<file path="src/rtl/pdseq_pkg.sv">
package pdseq_pkg;

  typedef enum logic [1:0] {
    ST_PDN    = 2'd0,
    ST_INIT   = 2'd1,
    ST_NORMAL = 2'd2
  } seqState_t;

  // Strobes from the control FSM to the datapath
  typedef struct packed {
    logic filterRst;
    logic outEnable;
    logic alcRun;
  } seqCtrl_t;

endpackage

</file>
<file path="src/rtl/pdseq_sync.sv">
module pdseq_sync #(
  parameter int STAGES    = 2,
  parameter bit RESET_VAL = 1'b0
) (
  input  logic clk,
  input  logic rstN,
  input  logic d,
  output logic q
);

  logic [STAGES-1:0] chain;

  generate
    if (STAGES == 1) begin : g_single
      always_ff @(posedge clk or negedge rstN) begin
        if (!rstN) chain <= RESET_VAL;
        else       chain <= d;
      end
    end else begin : g_multi
      always_ff @(posedge clk or negedge rstN) begin
        if (!rstN) chain <= {STAGES{RESET_VAL}};
        else       chain <= {chain[STAGES-2:0], d};
      end
    end
  endgenerate

  assign q = chain[STAGES-1];

endmodule

</file>
<file path="src/rtl/pdseq_ctrl.sv">
module pdseq_ctrl
  import pdseq_pkg::*;
#(
  parameter int INIT_FRAMES = 516,
  parameter int PDN_MIN_CYC = 38,
  parameter int SYNC_STAGES = 2
) (
  input  logic     clk,
  input  logic     rstN,
  input  logic     pdnN,
  input  logic     frameClk,
  input  logic     alcEn,
  output seqCtrl_t ctrl
);

  localparam int CNT_W = (INIT_FRAMES > 1) ? $clog2(INIT_FRAMES) : 1;
  localparam int LOW_W = $clog2(PDN_MIN_CYC + 1);
  localparam logic [CNT_W-1:0] LAST_FRAME = CNT_W'(INIT_FRAMES - 1);
  localparam logic [LOW_W-1:0] LOW_LIMIT  = LOW_W'(PDN_MIN_CYC);

  logic pdnSync, frameSync, framePrev, frameRise, pdnHeld;
  logic [LOW_W-1:0] lowCnt;
  logic [CNT_W-1:0] initCnt, initCntNext;
  seqState_t state, stateNext;

  pdseq_sync #(.STAGES(SYNC_STAGES), .RESET_VAL(1'b0)) uPdnSync (
    .clk(clk), .rstN(rstN), .d(pdnN), .q(pdnSync)
  );

  pdseq_sync #(.STAGES(SYNC_STAGES), .RESET_VAL(1'b0)) uFrameSync (
    .clk(clk), .rstN(rstN), .d(frameClk), .q(frameSync)
  );

  always_ff @(posedge clk or negedge rstN) begin
    if (!rstN) framePrev <= 1'b0;
    else       framePrev <= frameSync;
  end

  assign frameRise = frameSync & ~framePrev;

  // Qualify the power-down request: it must stay low for PDN_MIN_CYC clocks
  always_ff @(posedge clk or negedge rstN) begin
    if (!rstN)                 lowCnt <= LOW_LIMIT;
    else if (pdnSync)          lowCnt <= '0;
    else if (lowCnt < LOW_LIMIT) lowCnt <= lowCnt + 1'b1;
  end

  assign pdnHeld = (lowCnt == LOW_LIMIT);

  always_comb begin
    stateNext   = state;
    initCntNext = initCnt;
    unique case (state)
      ST_PDN: begin
        initCntNext = '0;
        if (pdnSync) stateNext = ST_INIT;
      end
      ST_INIT: begin
        if (pdnHeld) begin
          stateNext   = ST_PDN;
          initCntNext = '0;
        end else if (frameRise) begin
          if (initCnt == LAST_FRAME) begin
            stateNext   = ST_NORMAL;
            initCntNext = '0;
          end else begin
            initCntNext = initCnt + 1'b1;
          end
        end
      end
      ST_NORMAL: begin
        if (pdnHeld) stateNext = ST_PDN;
      end
      default: begin
        stateNext   = ST_PDN;
        initCntNext = '0;
      end
    endcase
  end

  always_ff @(posedge clk or negedge rstN) begin
    if (!rstN) begin
      state   <= ST_PDN;
      initCnt <= '0;
    end else begin
      state   <= stateNext;
      initCnt <= initCntNext;
    end
  end

  assign ctrl.filterRst = (state == ST_PDN);
  assign ctrl.outEnable = (state == ST_NORMAL);
  assign ctrl.alcRun    = (state == ST_NORMAL) && alcEn;

  // an unqualified low pulse never forces power-down
  assert_short_low_ignored_R2: assert property (@(posedge clk) disable iff (!rstN)
    (state != ST_PDN && pdnSync && lowCnt < LOW_LIMIT) |=> (state != ST_PDN));

  // normal state is reached only from the last settling frame
  assert_no_early_normal_R3: assert property (@(posedge clk) disable iff (!rstN)
    (state == ST_INIT) |=> (state != ST_NORMAL || $past(initCnt) == LAST_FRAME));

  // the settling counter stays in range
  assert_count_bound_R4: assert property (@(posedge clk) disable iff (!rstN)
    initCnt <= LAST_FRAME);

  // leaving power-down always starts from a cleared count
  assert_count_cleared_R4: assert property (@(posedge clk) disable iff (!rstN)
    (state == ST_PDN) |=> (initCnt == '0));

endmodule

</file>
<file path="src/rtl/pdseq_datapath.sv">
module pdseq_datapath
  import pdseq_pkg::*;
#(
  parameter int GAIN_W = 8,
  parameter int DATA_W = 24
) (
  input  logic              clk,
  input  logic              rstN,
  input  seqCtrl_t          ctrl,
  input  logic              hostGainWe,
  input  logic [GAIN_W-1:0] hostGain,
  input  logic [GAIN_W-1:0] alcGain,
  input  logic [DATA_W-1:0] sampleIn,
  output logic              dataValid,
  output logic              alcActive,
  output logic [GAIN_W-1:0] appliedGain,
  output logic [DATA_W-1:0] sampleOut
);

  logic [GAIN_W-1:0] gainReg;

  // Host-written gain is retained across every state
  always_ff @(posedge clk or negedge rstN) begin
    if (!rstN)           gainReg <= '0;
    else if (hostGainWe) gainReg <= hostGain;
  end

  always_ff @(posedge clk or negedge rstN) begin
    if (!rstN) begin
      dataValid   <= 1'b0;
      alcActive   <= 1'b0;
      appliedGain <= '0;
      sampleOut   <= '0;
    end else begin
      dataValid   <= ctrl.outEnable;
      alcActive   <= ctrl.alcRun;
      appliedGain <= ctrl.alcRun ? alcGain : gainReg;
      sampleOut   <= ctrl.outEnable ? sampleIn : '0;
    end
  end

  // level control only acts while data is valid
  assert_alc_needs_normal_R6: assert property (@(posedge clk) disable iff (!rstN)
    alcActive |-> dataValid);

  // with the level control idle and no host write, the gain is held
  assert_gain_hold_R7: assert property (@(posedge clk) disable iff (!rstN)
    (!alcActive && !$past(alcActive) && !$past(hostGainWe, 2)) |-> $stable(appliedGain));

  // the filter-reset strobe is never present together with a valid output
  assert_rst_blocks_valid_R1: assert property (@(posedge clk) disable iff (!rstN)
    ctrl.filterRst |=> !dataValid);

endmodule

</file>
<file path="src/rtl/pdseq_top.sv">
module pdseq_top
  import pdseq_pkg::*;
#(
  parameter int INIT_FRAMES = 516,
  parameter int PDN_MIN_CYC = 38,
  parameter int SYNC_STAGES = 2,
  parameter int GAIN_W      = 8,
  parameter int DATA_W      = 24
) (
  input  logic              clk,
  input  logic              rstN,
  input  logic              pdnN,
  input  logic              frameClk,
  input  logic              hostGainWe,
  input  logic [GAIN_W-1:0] hostGain,
  input  logic              alcEn,
  input  logic [GAIN_W-1:0] alcGain,
  input  logic [DATA_W-1:0] sampleIn,
  output logic              filterRst,
  output logic              dataValid,
  output logic              alcActive,
  output logic [GAIN_W-1:0] appliedGain,
  output logic [DATA_W-1:0] sampleOut
);

  seqCtrl_t ctrl;

  pdseq_ctrl #(
    .INIT_FRAMES(INIT_FRAMES),
    .PDN_MIN_CYC(PDN_MIN_CYC),
    .SYNC_STAGES(SYNC_STAGES)
  ) uCtrl (
    .clk(clk), .rstN(rstN), .pdnN(pdnN), .frameClk(frameClk),
    .alcEn(alcEn), .ctrl(ctrl)
  );

  pdseq_datapath #(
    .GAIN_W(GAIN_W),
    .DATA_W(DATA_W)
  ) uData (
    .clk(clk), .rstN(rstN), .ctrl(ctrl),
    .hostGainWe(hostGainWe), .hostGain(hostGain), .alcGain(alcGain),
    .sampleIn(sampleIn), .dataValid(dataValid), .alcActive(alcActive),
    .appliedGain(appliedGain), .sampleOut(sampleOut)
  );

  assign filterRst = ctrl.filterRst;

endmodule

</file>
<file path="config.mk">
export PLATFORM = sky130hd
export DESIGN_NAME = pdseq_top
export DESIGN_NICKNAME = d
export VERILOG_FILES = /design/src/rtl/pdseq_pkg.sv /design/src/rtl/pdseq_sync.sv /design/src/rtl/pdseq_ctrl.sv /design/src/rtl/pdseq_datapath.sv /design/src/rtl/pdseq_top.sv
export SDC_FILE = /design/constraint.sdc
export NUM_CORES = 1
export LEC_CHECK = 0
export ABC_AREA = 1
export BUFFER_PORTS_ARGS = -buffer_cell sky130_fd_sc_hd__clkbuf_2
export CORE_AREA = 2 2 106 108
export DETAILED_ROUTE_END_ITERATION = 10
export DIE_AREA = 0 0 108 110
export GPL_ROUTABILITY_DRIVEN = 0
export PLACE_DENSITY = 0.5
export SYNTH_ARGS = -nofsm -noshare
export SYNTH_HDL_FRONTEND = slang
export SYNTH_SLANG_ARGS = --single-unit
export TNS_END_PERCENT = 5
</file>
<file path="constraint.sdc">
create_clock -name clk -period 3.23 [get_ports clk]
set_input_delay 0.1615 -clock clk [delete_from_list [all_inputs] [get_ports clk]]
set_output_delay 0.1615 -clock clk [all_outputs]
set_load 0.1 [all_outputs]
</file>
### After elaboration in Yosys (flattened, before gate mapping)

Cells that the tools add are included.
W data, S select, Z words.

| word-level totals | value |
|---|---|
| register bits after elaboration | 65 |
| input bits | 46 |
| output and inout port bits | 35 |
| word-level logic and storage cells | 44 |

| cells by class | value |
|---|---|
| $add $sub $neg | 2 |
| order comparisons | 1 |
| equality and inequality tests | 8 |
| mux-type cells | 14 |
| bitwise logic cells | 3 |
| reductions and logical operators | 5 |

Operators with widths:

| kind | number |
|---|---|
| $mux W10 | 3 |
| $mux W24 | 1 |
| $pmux W10 S2 | 1 |
| $mux W6 | 2 |
| $add A10 B1 Y10 const B | 1 |
| $eq A10 B10 Y1 const B | 1 |
| $mux W2 | 5 |
| $mux W8 | 1 |
| $add A6 B1 Y6 const B | 1 |
| $eq A6 B6 Y1 const B | 1 |
| $lt A6 B6 Y1 const B | 1 |
| $ne A3 B1 Y1 const B | 2 |
| $pmux W2 S3 | 1 |
| $reduce_and A4 Y1 | 1 |
| $eq A2 B1 Y1 const B | 1 |
| $eq A2 B2 Y1 const B | 1 |
| $logic_not A2 Y1 | 1 |
| $ne A2 B1 Y1 const B | 1 |
| $ne A2 B2 Y1 const B | 1 |
| $not A1 Y1 | 2 |
| $reduce_and A2 Y1 | 1 |
| $reduce_bool A2 Y1 | 1 |
| $and A1 B1 Y1 | 1 |
| $logic_and A1 B1 Y1 | 1 |

### Logic depth before layout (Yosys ltp)

| depth | value |
|---|---|
| depth in word-level cells | 5 |
| mapped depth | 10 |
| mapped depth without buffers | 10 |

### By module

A second synthesis with hierarchy kept.

| unflattened totals | value |
|---|---|
| cell total of the unflattened synthesis | 298 |
| area, all modules | 2,727.6 sq um |

Modules (own cells, without submodules):

| module | instances | cells each | area each (sq um) | sequential area each (sq um) |
|---|---|---|---|---|
| pdseq_datapath | 1 | 144 | 1,451.4 | 1,051.0 |
| pdseq_ctrl | 1 | 150 | 1,176.1 | 479.2 |
| pdseq_sync | 2 | 2 | 50.0 | 50.0 |

### Worst setup path before layout

No wires, ideal clock.

| timing path | value |
|---|---|
| kind | register to register |
| start point | reg uCtrl.lowCnt[1] |
| end point | reg uCtrl.initCnt[2] |
| library setup time | 0.116 ns |
| arrival | 1.402 ns |
| required time | 3.114 ns |
| path slack | 1.712 ns |
| cell stages (with the launch flop) | 10 |
| path buffers | 1 |
| cells stage by stage | dfstp_2 > ha_1 > nand2_2 > nor2_4 > nand2_4 > nand3_4 > nand2_4 > buf_6 > a21oi_2 > nor2_1 |

| between the ends | value |
|---|---|
| cells in the longest elaborated chain, start to end | 3 |
| elaborated cells on any way between the ends | 5 |
| those cells by class | eq/ne: 2; mux: 2; reduce/logical: 1 |

Ends and longest elaborated chain:

| what | line | RTL |
|---|---|---|
| start: declaration | pdseq_ctrl.sv:22 | `logic [LOW_W-1:0] lowCnt;` |
| start signal: assignment | pdseq_ctrl.sv:45 | `else if (lowCnt < LOW_LIMIT) lowCnt <= lowCnt + 1'b1;` |
| $eq A6 B6 Y1 * | pdseq_ctrl.sv:48 | `assign pdnHeld = (lowCnt == LOW_LIMIT);` |
| $mux W10 / $ne A3 B1 Y1 (equally long branches) | - |  |
| $pmux W10 S2 / $reduce_and A2 Y1 (equally long branches) | - |  |
| end signal: assignment | pdseq_ctrl.sv:87 | `initCnt <= initCntNext;` |
| end: declaration | pdseq_ctrl.sv:23 | `logic [CNT_W-1:0] initCnt, initCntNext;` |

Mark *: on every way between the ends. The rest lies on a longest branch, timed or not.
A chain may end at the register's enable or synchronous reset.

### Worst setup path after layout

| timing path | value |
|---|---|
| start point | reg uCtrl.state[0] |
| end point | out filterRst |

| between the ends | value |
|---|---|
| cells in the longest elaborated chain, start to end | 1 |

Ends and longest elaborated chain:

| what | line | RTL |
|---|---|---|
| start: declaration | pdseq_ctrl.sv:24 | `seqState_t state, stateNext;` |
| start signal: assignment | pdseq_ctrl.sv:86 | `state <= stateNext;` |
| $logic_not A2 Y1 | pdseq_ctrl.sv:91 | `assign ctrl.filterRst = (state == ST_PDN);` |
| end: declaration | pdseq_top.sv:19 | `output logic filterRst,` |

Every way passes these cells.

==> metrics.txt <==
status completed; register bit total from synthesis 65; Vias/cell approximately 4; layout cell share with drive strength beyond 1 0.265; Area Overhead vs Synth 37.3%; Worst Setup Start Kind flip-flop; setup_tns 0 ns; EDFF count, synth 0; Layout Nets approximately 460; area leader, netlist dfrtp_1; Req. time, crit path around 3.1 ns; Syn Inst Count between 300 and 400; post-layout minimum cycle time about 1.7 ns; initial drt markers 106; top_reg_cell synth dfrtp_1; # rows 38; diode count 0; setup ws final ~1.6 ns; vias post-DR 2291; Post-DRT Antenna Nets 0; Post-synth top cells dfrtp_1, inv_1, nand2_1, nor2_1, o21ai_0; final std cells w/o fill ~560; period utilization 0.513; pwr dens roughly 660 nW/µm²; core area approximately 11000 µm²; final hold violations 0; reg-to-reg startpoint uCtrl.lowCnt[1]; CP arrival about 1.5 ns; Worst Path Buf+Inv 3; Synth cell types 30; worst slew pin tran a little over 0.8 ns; CP top delay family buffers and inverters; Final Max Slew Viols 0; CP cell instances inv_1, nand2_1, inv_1, clkbuf_2; Syn Area/Cell 9.01 µm²; Setup violations, final 0; Area contributors post-synth dfrtp_1, inv_1, nand2_1, nor2_1, o21ai_0; width of the die roughly 110 µm; total CTS buffers 9; first-pass GRT wire length ~11000 µm; initial antenna violation count 0; CP peak stage delay around 0.45 ns; Initial DRT Pass Iterations 4; Remaining DRCs 0; synthesized area 2720 µm²; GRT Util Overall 0.112; CTS Sinks 65; Port Buf Inserts 80; crit path max fanout 3; root buf cell clkbuf_8; placed cell areas between 3000 and 4000 µm²; peak supply drop roughly 0.26 mV; f_max slightly above 0.6 GHz; IO Count roughly 80; Post-CTS Setup Bufs 0; R2R setup slack 1.64 ns; Max Root-Sink Buffers 2; FF-to-FF End uCtrl.initCnt[2]; ys async rst share 1.00; CTS H-tree lvls 3; post-layout util 0.349; Die Span Y approximately 110 µm; Leakage between 2 and 2.5 nW; Min-Delay Path Class in -> async; critical path class reg -> out; clk_lat worst skew roughly 0.34 ns; unrepaired setup endpoints after global routing false; placement-stage worst setup slack between 1.5 and 2 ns; sequential area share after synthesis 0.599; Post-Route WL 6080 µm; Initial Utilization 0.254; top-area cell type share of the netlist area 0.570; Worst path most repeated cell inv_1; max_slew headroom 0.458; grt ovf 0; slowest CP cell clkbuf_2; Synthesis Warnings 0; count leader, synth dfrtp_1; finished layout cell area approximately 3700 µm²; number of global-route vias before repair roughly 2400; Syn Nets between 300 and 400; Die Area between 10000 and 15000 µm²; dpl hpwl 4250 µm; dpl cells just over 500; largest net degree at the start of global routing 66; CTS tree built; crit end category output port; clock slew at reported path FFs 0.08 ns; Routed WL per cell between 10 and 15 µm; reg2reg path depth 8; Setup Skew 0.0108 ns; maxcap violations 0
[worst max path at each step]
stage	startpoint	cells past startpoint	slack [ns]	end
floorplan	uCtrl.lowCnt[1]	9	1.71	uCtrl.initCnt[2]
global placement	uCtrl.lowCnt[1]	8	1.69	uCtrl.initCnt[2]
detailed placement	uCtrl.lowCnt[1]	8	1.66	uCtrl.initCnt[2]
CTS	uCtrl.state[0]	4	1.55	filterRst
global route	uCtrl.state[0]	4	1.47	filterRst
finish	uCtrl.state[0]	4	1.57	filterRst
[area by class of cell]
cell class | instances | area (µm²)
inverter | 61 | 229
timing repair buffer | 107 | 666
sequential | 65 | 1630
tap | 140 | 175
fill | 1124 | 6960
clock inverter | 6 | 73.8
clock buffer | 10 | 138
multi-input combinational | 170 | 825
[kinds of logic after synthesis]
| group | count (synthesis) | share of synthesized area |
|---|---|---|
| fa+ha+maj | 3 | 0.0138 |
| simple gates | 128 | 0.209 |
| flops | 65 | 0.599 |
| compound gates | 38 | 0.0768 |
| buf+inv | 67 | 0.0979 |
| xor+xnor | 1 | 0.00322 |
[cell usage in the layout (no fill, tap or decap), types with 3 or more instances in the layout]
master,n
nand4_1,7
ha_1,3
nand2_1,58
o21ai_1,7
dfrtp_1,62
clkbuf_8,10
dlygate4sd3_1,25
inv_1,59
o21ai_0,21
a21oi_1,4
nor2_1,41
nand3_1,13
clkbuf_2,79
dfstp_2,3
[power by group]
| group | internal [mW] | switching [mW] | leakage, nW | total (mW) |
|---|---|---|---|---|
| Sequential | 0.902 | 0.0475 | 0.846 | 0.950 |
| Combinational | 0.160 | 0.644 | 1.06 | 0.805 |
| Clock | 0.387 | 0.342 | 0.101 | 0.729 |
| Total | 1.45 | 1.03 | 2.01 | 2.48 |
[per-layer routing]
| layer | global-route usage | vias up | part of all wire |
|---|---|---|---|
| met2 | 0.185 | 62 | 0.48 |
| met5 | 0 | - | 0 |
| met4 | 0.0421 | 0 | 0.016 |
| met3 | 0.0388 | 8 | 0.056 |
| li1 | - | 1150 | - |
| met1 | 0.135 | 1071 | 0.45 |
[flip-flops by register name, indices dropped and copies added, names as in the netlist]
signal                  flops
uData.appliedGain           8
uCtrl.state                 2
uCtrl.uFrameSync.chain      2
uData.sampleOut            24
uCtrl.uPdnSync.chain        2
uCtrl.lowCnt                6
uCtrl.initCnt              10
uData.alcActive             1
uCtrl.framePrev             1
uData.gainReg               8
uData.dataValid             1
[worst register-to-register path: stages, from the launching register on]
cell and delay, ns:
dfstp_2 0.57, ha_1 0.19, nand2_2 0.08, nor2_4 0.10, nand2_4 0.10, nand3_4 0.13, nand2_4 0.14, a21oi_2 0.14
nor2_1 0.05
[what timing repair did]
item	in CTS	in global routing
hold endpoints to repair	25	0
gates resized for setup	0	0
hold buffers	25	0
[per-stage QoR]
step | power [mW] | hold slack (ns)
after floorplan | 1.59 | -0.134
after global placement | 1.75 | 0.273
after detailed placement | 1.75 | 0.274
after CTS | 2.52 | 0.00100
after global routing | 2.61 | 0.0149
final | 2.48 | 0.00310
Power figures use the tool's default switching activity.
